==> src/rtl/tok_sampler_pkg.sv <==
package tok_sampler_pkg;
   typedef enum logic [2:0] {
      PH_IDLE,
      PH_SCAN,
      PH_SUM,
      PH_DRAW,
      PH_PICK
   } phase_t;

   localparam logic [31:0] LCG_MUL = 32'd1664525;
   localparam logic [31:0] LCG_INC = 32'd1013904223;
endpackage

==> src/rtl/tok_lcg.sv <==
module tok_lcg
   import tok_sampler_pkg::*;
#(
   parameter int W = 32
) (
   input  logic         clk,
   input  logic         rst_n,
   input  logic         load,
   input  logic [W-1:0] seed,
   input  logic         step,
   output logic [W-1:0] draw
);
   if (W != 32) begin : g_bad_width
      $error("tok_lcg: constants are defined modulo 2^32");
   end

   logic [W-1:0] st_q;
   logic [W-1:0] src;

   // a load in the stepping cycle is applied first, then advanced
   assign src  = load ? seed : st_q;
   assign draw = src * LCG_MUL + LCG_INC;

   always_ff @(posedge clk or negedge rst_n) begin
      if (!rst_n)     st_q <= '0;
      else if (step)  st_q <= draw;
      else if (load)  st_q <= seed;
   end

   // the state moves only on a load or a draw
   a_r8_state_hold: assert property (@(posedge clk) disable iff (!rst_n)
      (!load && !step) |=> $stable(st_q));
   // a plain load lands unchanged
   a_r7_seed_lands: assert property (@(posedge clk) disable iff (!rst_n)
      (load && !step) |=> (st_q == $past(seed)));
endmodule

==> src/rtl/tok_scale.sv <==
module tok_scale #(
   parameter int DW   = 16,
   parameter int FRAC = 11,
   parameter int SW   = 24
) (
   input  logic signed [DW-1:0] logit,
   input  logic        [DW-1:0] inv_temp,
   output logic signed [SW-1:0] scaled
);
   localparam int PW = 2 * DW + 1;

   if (SW < PW - FRAC || SW > PW) begin : g_bad_sw
      $error("tok_scale: SW must hold the shifted product");
   end

   logic signed [PW-1:0] a_x, b_x, prod, sh;
   logic                 unused_sh;

   assign a_x  = {{(DW + 1){logit[DW-1]}}, logit};
   assign b_x  = {{(DW + 1){1'b0}}, inv_temp};
   assign prod = a_x * b_x;
   assign sh   = prod >>> FRAC;

   assign scaled    = sh[SW-1:0];
   assign unused_sh = ^sh[PW-1:SW-1];
endmodule

==> src/rtl/tok_pwl_exp.sv <==
module tok_pwl_exp #(
   parameter int SW   = 24,
   parameter int FRAC = 11,
   parameter int WW   = 16
) (
   input  logic signed [SW-1:0] arg,
   output logic        [WW-1:0] weight
);
   localparam int          MW      = FRAC + 6;
   localparam longint      LOG2E_L = (64'd94548 * (64'd1 << FRAC) + 64'd32768) >> 16;
   localparam logic [31:0] LOG2E   = 32'(LOG2E_L);
   localparam int          SHL     = WW - 2 - FRAC;

   if (SHL < 0) begin : g_bad_ww
      $error("tok_pwl_exp: WW too narrow for fraction");
   end
   if (SW < MW + 1) begin : g_bad_sw
      $error("tok_pwl_exp: SW must hold the clamp bound");
   end

   localparam logic signed [SW-1:0] FLOOR = -(SW'(1) <<< (FRAC + 4));
   localparam logic [WW-1:0]        ONE   = WW'(1) << (WW - 1);

   logic signed [SW-1:0] dc, neg;
   logic [MW-1:0]        mag;
   logic [31:0]          y;
   logic [31-FRAC:0]     oct;
   logic [FRAC-1:0]      fr;
   logic [WW-1:0]        mant;
   logic                 unused_neg;

   assign dc   = (arg < FLOOR) ? FLOOR : arg;
   assign neg  = -dc;
   assign mag  = neg[MW-1:0];
   assign y    = ({{(32 - MW){1'b0}}, mag} * LOG2E) >> FRAC;
   assign oct  = y[31:FRAC];
   assign fr   = y[FRAC-1:0];
   // chord of 2^-x across one octave: 1 at x=0, 1/2 at x=1
   assign mant = ONE - (WW'(fr) << SHL);

   assign weight     = (oct >= (32 - FRAC)'(WW)) ? '0 : (mant >> oct);
   assign unused_neg = ^neg[SW-1:MW];
endmodule

==> src/rtl/tok_sampler.sv <==
module tok_sampler
   import tok_sampler_pkg::*;
#(
   parameter int N     = 27,
   parameter int DW    = 16,
   parameter int FRAC  = 11,
   parameter int SW    = 24,
   parameter int WW    = 16,
   parameter int RND_W = 16,
   parameter int IW    = $clog2(N)
) (
   input  logic          clk,
   input  logic          rst_n,
   input  logic          start,
   input  logic          greedy,
   input  logic [DW-1:0] inv_temp,
   input  logic          seed_load,
   input  logic [31:0]   seed,
   output logic [IW-1:0] rd_addr,
   input  logic [DW-1:0] rd_data,
   output logic          done,
   output logic [IW-1:0] token
);
   localparam int            SUMW = WW + $clog2(N);
   localparam int            PW   = RND_W + SUMW;
   localparam logic [IW-1:0] LAST = IW'(N - 1);
   localparam logic [WW-1:0] ONE  = WW'(1) << (WW - 1);

   if (N < 2 || N > (1 << IW)) begin : g_bad_n
      $error("tok_sampler: N must fit the index width");
   end
   if (RND_W > 32) begin : g_bad_rnd
      $error("tok_sampler: RND_W exceeds generator width");
   end

   phase_t               phase;
   logic [IW-1:0]        idx, best_idx, token_q;
   logic signed [DW-1:0] best_raw, logit;
   logic signed [SW-1:0] max_sc, scaled, arg;
   logic [DW-1:0]        temp_q;
   logic                 greedy_q, done_q;
   logic [SUMW-1:0]      sum_q, cum_q, thr_q, cum_n, thr;
   logic [WW-1:0]        w;
   logic [31:0]          lcg_draw;
   logic [PW-1:0]        thr_prod;
   logic                 at_last, raw_upd, sc_upd;
   logic                 unused_lo;

   assign logit   = $signed(rd_data);
   assign rd_addr = idx;
   assign at_last = (idx == LAST);
   assign raw_upd = (idx == '0) || (logit > best_raw);
   assign sc_upd  = (idx == '0) || (scaled > max_sc);
   assign arg     = scaled - max_sc;
   assign cum_n   = cum_q + SUMW'(w);

   tok_scale #(.DW(DW), .FRAC(FRAC), .SW(SW)) u_scale (
      .logit(logit), .inv_temp(temp_q), .scaled(scaled));

   tok_pwl_exp #(.SW(SW), .FRAC(FRAC), .WW(WW)) u_exp (
      .arg(arg), .weight(w));

   tok_lcg #(.W(32)) u_lcg (
      .clk(clk), .rst_n(rst_n), .load(seed_load), .seed(seed),
      .step(phase == PH_DRAW), .draw(lcg_draw));

   assign thr_prod  = PW'(lcg_draw[31:32-RND_W]) * PW'(sum_q);
   assign thr       = thr_prod[PW-1:RND_W];
   assign unused_lo = ^{thr_prod[RND_W-1:0], lcg_draw[31-RND_W:0]};

   always_ff @(posedge clk or negedge rst_n) begin
      if (!rst_n) begin
         phase    <= PH_IDLE;
         idx      <= '0;
         best_idx <= '0;
         best_raw <= '0;
         max_sc   <= '0;
         temp_q   <= '0;
         greedy_q <= 1'b0;
         sum_q    <= '0;
         cum_q    <= '0;
         thr_q    <= '0;
         done_q   <= 1'b0;
         token_q  <= '0;
      end else begin
         done_q <= 1'b0;
         unique case (phase)
            PH_IDLE: if (start) begin
               phase    <= PH_SCAN;
               idx      <= '0;
               greedy_q <= greedy;
               temp_q   <= inv_temp;
            end
            PH_SCAN: begin
               if (raw_upd) begin
                  best_raw <= logit;
                  best_idx <= idx;
               end
               if (sc_upd) max_sc <= scaled;
               if (at_last) begin
                  idx   <= '0;
                  sum_q <= '0;
                  if (greedy_q) begin
                     token_q <= raw_upd ? idx : best_idx;
                     done_q  <= 1'b1;
                     phase   <= PH_IDLE;
                  end else begin
                     phase <= PH_SUM;
                  end
               end else begin
                  idx <= idx + IW'(1);
               end
            end
            PH_SUM: begin
               sum_q <= sum_q + SUMW'(w);
               if (at_last) begin
                  idx   <= '0;
                  phase <= PH_DRAW;
               end else begin
                  idx <= idx + IW'(1);
               end
            end
            PH_DRAW: begin
               thr_q <= thr;
               cum_q <= '0;
               phase <= PH_PICK;
            end
            PH_PICK: begin
               cum_q <= cum_n;
               if (cum_n > thr_q || at_last) begin
                  token_q <= idx;
                  done_q  <= 1'b1;
                  phase   <= PH_IDLE;
               end else begin
                  idx <= idx + IW'(1);
               end
            end
            default: phase <= PH_IDLE;
         endcase
      end
   end

   assign done  = done_q;
   assign token = token_q;

   a_r10_done_pulse: assert property (@(posedge clk) disable iff (!rst_n)
      done |=> !done);
   a_r10_token_range: assert property (@(posedge clk) disable iff (!rst_n)
      done |-> (token < IW'(N)));
   a_r11_busy_no_restart: assert property (@(posedge clk) disable iff (!rst_n)
      (phase == PH_SCAN && !at_last) |=> (phase == PH_SCAN && !done));
   a_r4_arg_nonpositive: assert property (@(posedge clk) disable iff (!rst_n)
      (phase == PH_SUM || phase == PH_PICK) |-> (arg <= 0));
   a_r5_weight_cap: assert property (@(posedge clk) disable iff (!rst_n)
      (phase == PH_SUM) |-> (w <= ONE));
   a_r6_sum_no_wrap: assert property (@(posedge clk) disable iff (!rst_n)
      (phase == PH_SUM) |=> (sum_q >= $past(sum_q)));
   a_r9_thr_below_sum: assert property (@(posedge clk) disable iff (!rst_n)
      (phase == PH_PICK) |-> (thr_q < sum_q));
endmodule

==> config.mk <==
export PLATFORM = sky130hd
export DESIGN_NAME = tok_sampler
export DESIGN_NICKNAME = d
export VERILOG_FILES = /design/src/rtl/tok_sampler_pkg.sv /design/src/rtl/tok_lcg.sv /design/src/rtl/tok_scale.sv /design/src/rtl/tok_pwl_exp.sv /design/src/rtl/tok_sampler.sv
export SDC_FILE = /design/constraint.sdc
export NUM_CORES = 2
export LEC_CHECK = 0
export BUFFER_PORTS_ARGS = -buffer_cell sky130_fd_sc_hd__buf_2
export CAP_MARGIN = 5
export CORE_ASPECT_RATIO = 1.75
export CORE_MARGIN = 5
export CORE_UTILIZATION = 55
export DETAILED_ROUTE_END_ITERATION = 6
export GPL_TIMING_DRIVEN = 0
export PLACE_DENSITY = 0.86
export RECOVER_POWER = 100
export REMOVE_ABC_BUFFERS = 1
export SLEW_MARGIN = 20
export SYNTH_ARGS = -nofsm -noshare
export SYNTH_HDL_FRONTEND = slang
export SYNTH_SLANG_ARGS = --single-unit
==> constraint.sdc <==
create_clock -name clk -period 18.78 [get_ports clk]
set_input_delay 1.878 -clock clk [delete_from_list [all_inputs] [get_ports clk]]
set_output_delay 1.878 -clock clk [all_outputs]
set_load 0.05 [all_outputs]
==> flow_metrics.env <==
export IMPL_reg2regPathDepth=79
export IMPL_clkTransAtPathRegs_ns=0.08
export IMPL_ys_top_cells_by_count="inv_1 (1,033), fa_1 (663), ha_1 (581)"
export IMPL_die_h_um=374
export IMPL_critical_path_class="in2reg"
export IMPL_ys_warnings_count=0
export IMPL_cts_num_sinks=169
export IMPL_yosys_area_top_type_share=0.318
export IMPL_required_ns=19.19
export IMPL_vias=34815
export IMPL_postRouteAntennaNets=0
export IMPL_cp_arrival_ns=20.70
export IMPL_synthArstFlopShare=1.00
export IMPL_fin_util=0.620
export IMPL_violations="max-capacitance violations, max-slew violations, negative setup slack"
export IMPL_slew_viol_final=207
export IMPL_fin_crit_sh=1.08
export IMPL_worst_path_max_delay_cell="or4_4"
export IMPL_hold_viol_final=0
export IMPL_grt_overflow_total=0
export IMPL_slowest_delay_ns=0.56
export IMPL_start_kind="input pin"
export IMPL_outcome="finished, violations left"
export IMPL_synth_top_cell_by_area="fa_1"
export IMPL_dr_pass1_iters=6
export IMPL_syn_instance_count=4672
export IMPL_wl_per_cell_um=20.3
export IMPL_synth_area_leaders="fa_1 (32%), ha_1 (17%), dfrtp_1 (10%), inv_1 (9.3%), nand2_1 (4.3%)"
export IMPL_die_area_sq_um=81700
export IMPL_io_buffer_count=79
export IMPL_fp_row_count=133
export IMPL_area_growth_pct=11.7
export IMPL_avgSynthCellArea_sq_um=8.93
export IMPL_coreArea_sq_um=75200
export IMPL_cts_buffer_depth=2
export IMPL_htree_levels=4
export IMPL_clk_latency_ns=0.50
export IMPL_io_pin_count=80
export IMPL_worstPathMaxFanout=11
export IMPL_worstHoldStart="thr_q[16]"
export IMPL_dr_first_iter_drc_count=2694
export IMPL_slew_headroom=-1.86
export IMPL_pre_cts_ws_ns=-5.70
export IMPL_vias_per_cell=6.00
export IMPL_skew_ns=0.0199
export IMPL_postRouteWirelength_um=118000
export IMPL_synth_seq_area_share=0.101
export IMPL_cts_made_buffers=17
export IMPL_reg2reg_slack_ns=-0.94
export IMPL_syn_area_sq_um=41700
export IMPL_timing_rr_end="rd_addr[4]"
export IMPL_cp_end_kind="register"
export IMPL_rsz0062_at_grt="yes"
export IMPL_cpMostUsedCell="fa_1"
export IMPL_drv_cap=4
export IMPL_synth_edf_count=0
export IMPL_dpl_hpwl_um=87900
export IMPL_antenna_found_initial=1
export IMPL_grt_max_degree=75
export IMPL_synth_ff_type="dfrtp_1"
export IMPL_setup_viol_count_final=12
export IMPL_gp_congestion=0.960
export IMPL_cts_tree="done"
export IMPL_drcViolationCount=0
export IMPL_setup_ws_ns=-1.52
export IMPL_hold_path_end="thr_q[16]"
export IMPL_rr_startpoint="temp_q[8]"
export IMPL_grt_pass1_wl_um=184000
export IMPL_worst_pin_slew_ns=4.29
export IMPL_initial_core_util=0.555
export IMPL_ys_ff_latch=169
export IMPL_nFillCells=5635
export IMPL_grt_pass1_vias=37823
export IMPL_grt_use_total=0.279
export IMPL_fin_nets=6091
export IMPL_yosysMostFrequentCell="inv_1"
export IMPL_die_width_um=218
export IMPL_ctsRootBufferMaster="clkbuf_16"
export IMPL_hold_class="reg2reg"
export IMPL_fin_crit_ns=20.30
export IMPL_synth_distinct_cells=94
export IMPL_holdWs_ns=0.486
export IMPL_hold_depth=2
export IMPL_drive_gt1_frac=0.122
export IMPL_max_freq_ghz=0.0493
## metrics by stage
stage / instance area, sq um / std cells / setup TNS [ns]
after floorplan: 41100 / 4523 / -15.95
after global placement: 42800 / 5614 / -162.49
after detailed placement: 43300 / 5640 / -170.94
after CTS: 45600 / 5752 / -13.90
after global routing: 46600 / 5803 / -26.25
final: 46600 / 5804 / -16.77
## state kept, by name, indices dropped and copies added (netlist names)
name and flops:
rd_addr 5, thr_q 21, token 5, best_idx 5, phase 3, u_lcg.st_q 32, greedy_q 1, sum_q 21
done 1, cum_q 21, temp_q 16, max_sc 22, best_raw 16
## how the worst max path moves through the flow
stage                 end  slack [ns]   startpoint
2_1_floorplan    token[0]       -1.41   rd_data[4]
3_3_place_gp   rd_addr[2]       -5.61   rd_data[1]
3_5_place_dp   rd_addr[4]       -5.70   rd_data[2]
4_1_cts        rd_addr[2]       -1.24  rd_data[10]
5_1_grt        rd_addr[4]       -2.00   rd_data[5]
6_report       rd_addr[4]       -1.52  rd_data[15]
## cell usage in the layout, fill, tap and decap left out, types with 55 or more instances in the layout
master | Yosys | routed
nand3_1 | 61 | 60
xnor2_1 | 123 | 97
o21ai_0 | 116 | 101
a21o_1 | 55 | 55
fa_1 | 663 | 660
buf_2 | 11 | 55
inv_1 | 1033 | 1030
buf_4 | 0 | 128
a21oi_1 | 127 | 105
nand2_1 | 482 | 472
nor2_1 | 169 | 152
dfrtp_1 | 169 | 169
mux2_2 | 63 | 63
and2_1 | 239 | 233
ha_1 | 581 | 555
## metal layers
| layer | global-route usage | part of all wire |
|---|---|---|
| met5 | 0 | 0.00040 |
| met4 | 0.210 | 0.094 |
| met1 | 0.275 | 0.32 |
| met3 | 0.0513 | 0.071 |
| met2 | 0.511 | 0.52 |
## repair_timing
action	CTS	global route
gates cloned	0	1
endpoints found under the hold margin	0	0
resized for setup	209	136
endpoints found under the setup margin	54	40
pin swaps	84	105
setup buffers	81	62
hold buffers	0	0
## final cells by class
type                       count  area, sq um  share of cell area
antenna                        1         2.50           0.0000537
clock buffer                  17          425             0.00913
clock inverter                15          180             0.00387
inverter                    1034         3890              0.0834
multi-input combinational   3321        34800               0.748
sequential                   169         4230              0.0908
tap                         1012         1270              0.0272
timing repair buffer         235         1770              0.0379
## cells by family after synthesis
kind of cell | Yosys count | synth area share
flip-flops | 169 | 0.101
AND/OR/NAND/NOR | 1228 | 0.144
XOR/XNOR | 166 | 0.0348
adder cells (fa/ha/maj) | 1244 | 0.492
buffers and inverters | 1183 | 0.107
multiplexers | 109 | 0.0281
AO/OA/AOI/OAI | 573 | 0.0924
## critical path, delay by kind of cell
family | cells | cell delay [ns]
xor gates and xnor gates | 3 | 0.48
buffers and inverters | 9 | 1.05
adders and majority gates | 17 | 6.70
and+or+nand+nor | 22 | 4.42
AOI/OAI and AO/OA | 28 | 6.11
Power is left out: the tool's default activity adds up to more than one toggle a clock period on the data nets, which glitch-free logic cannot reach.
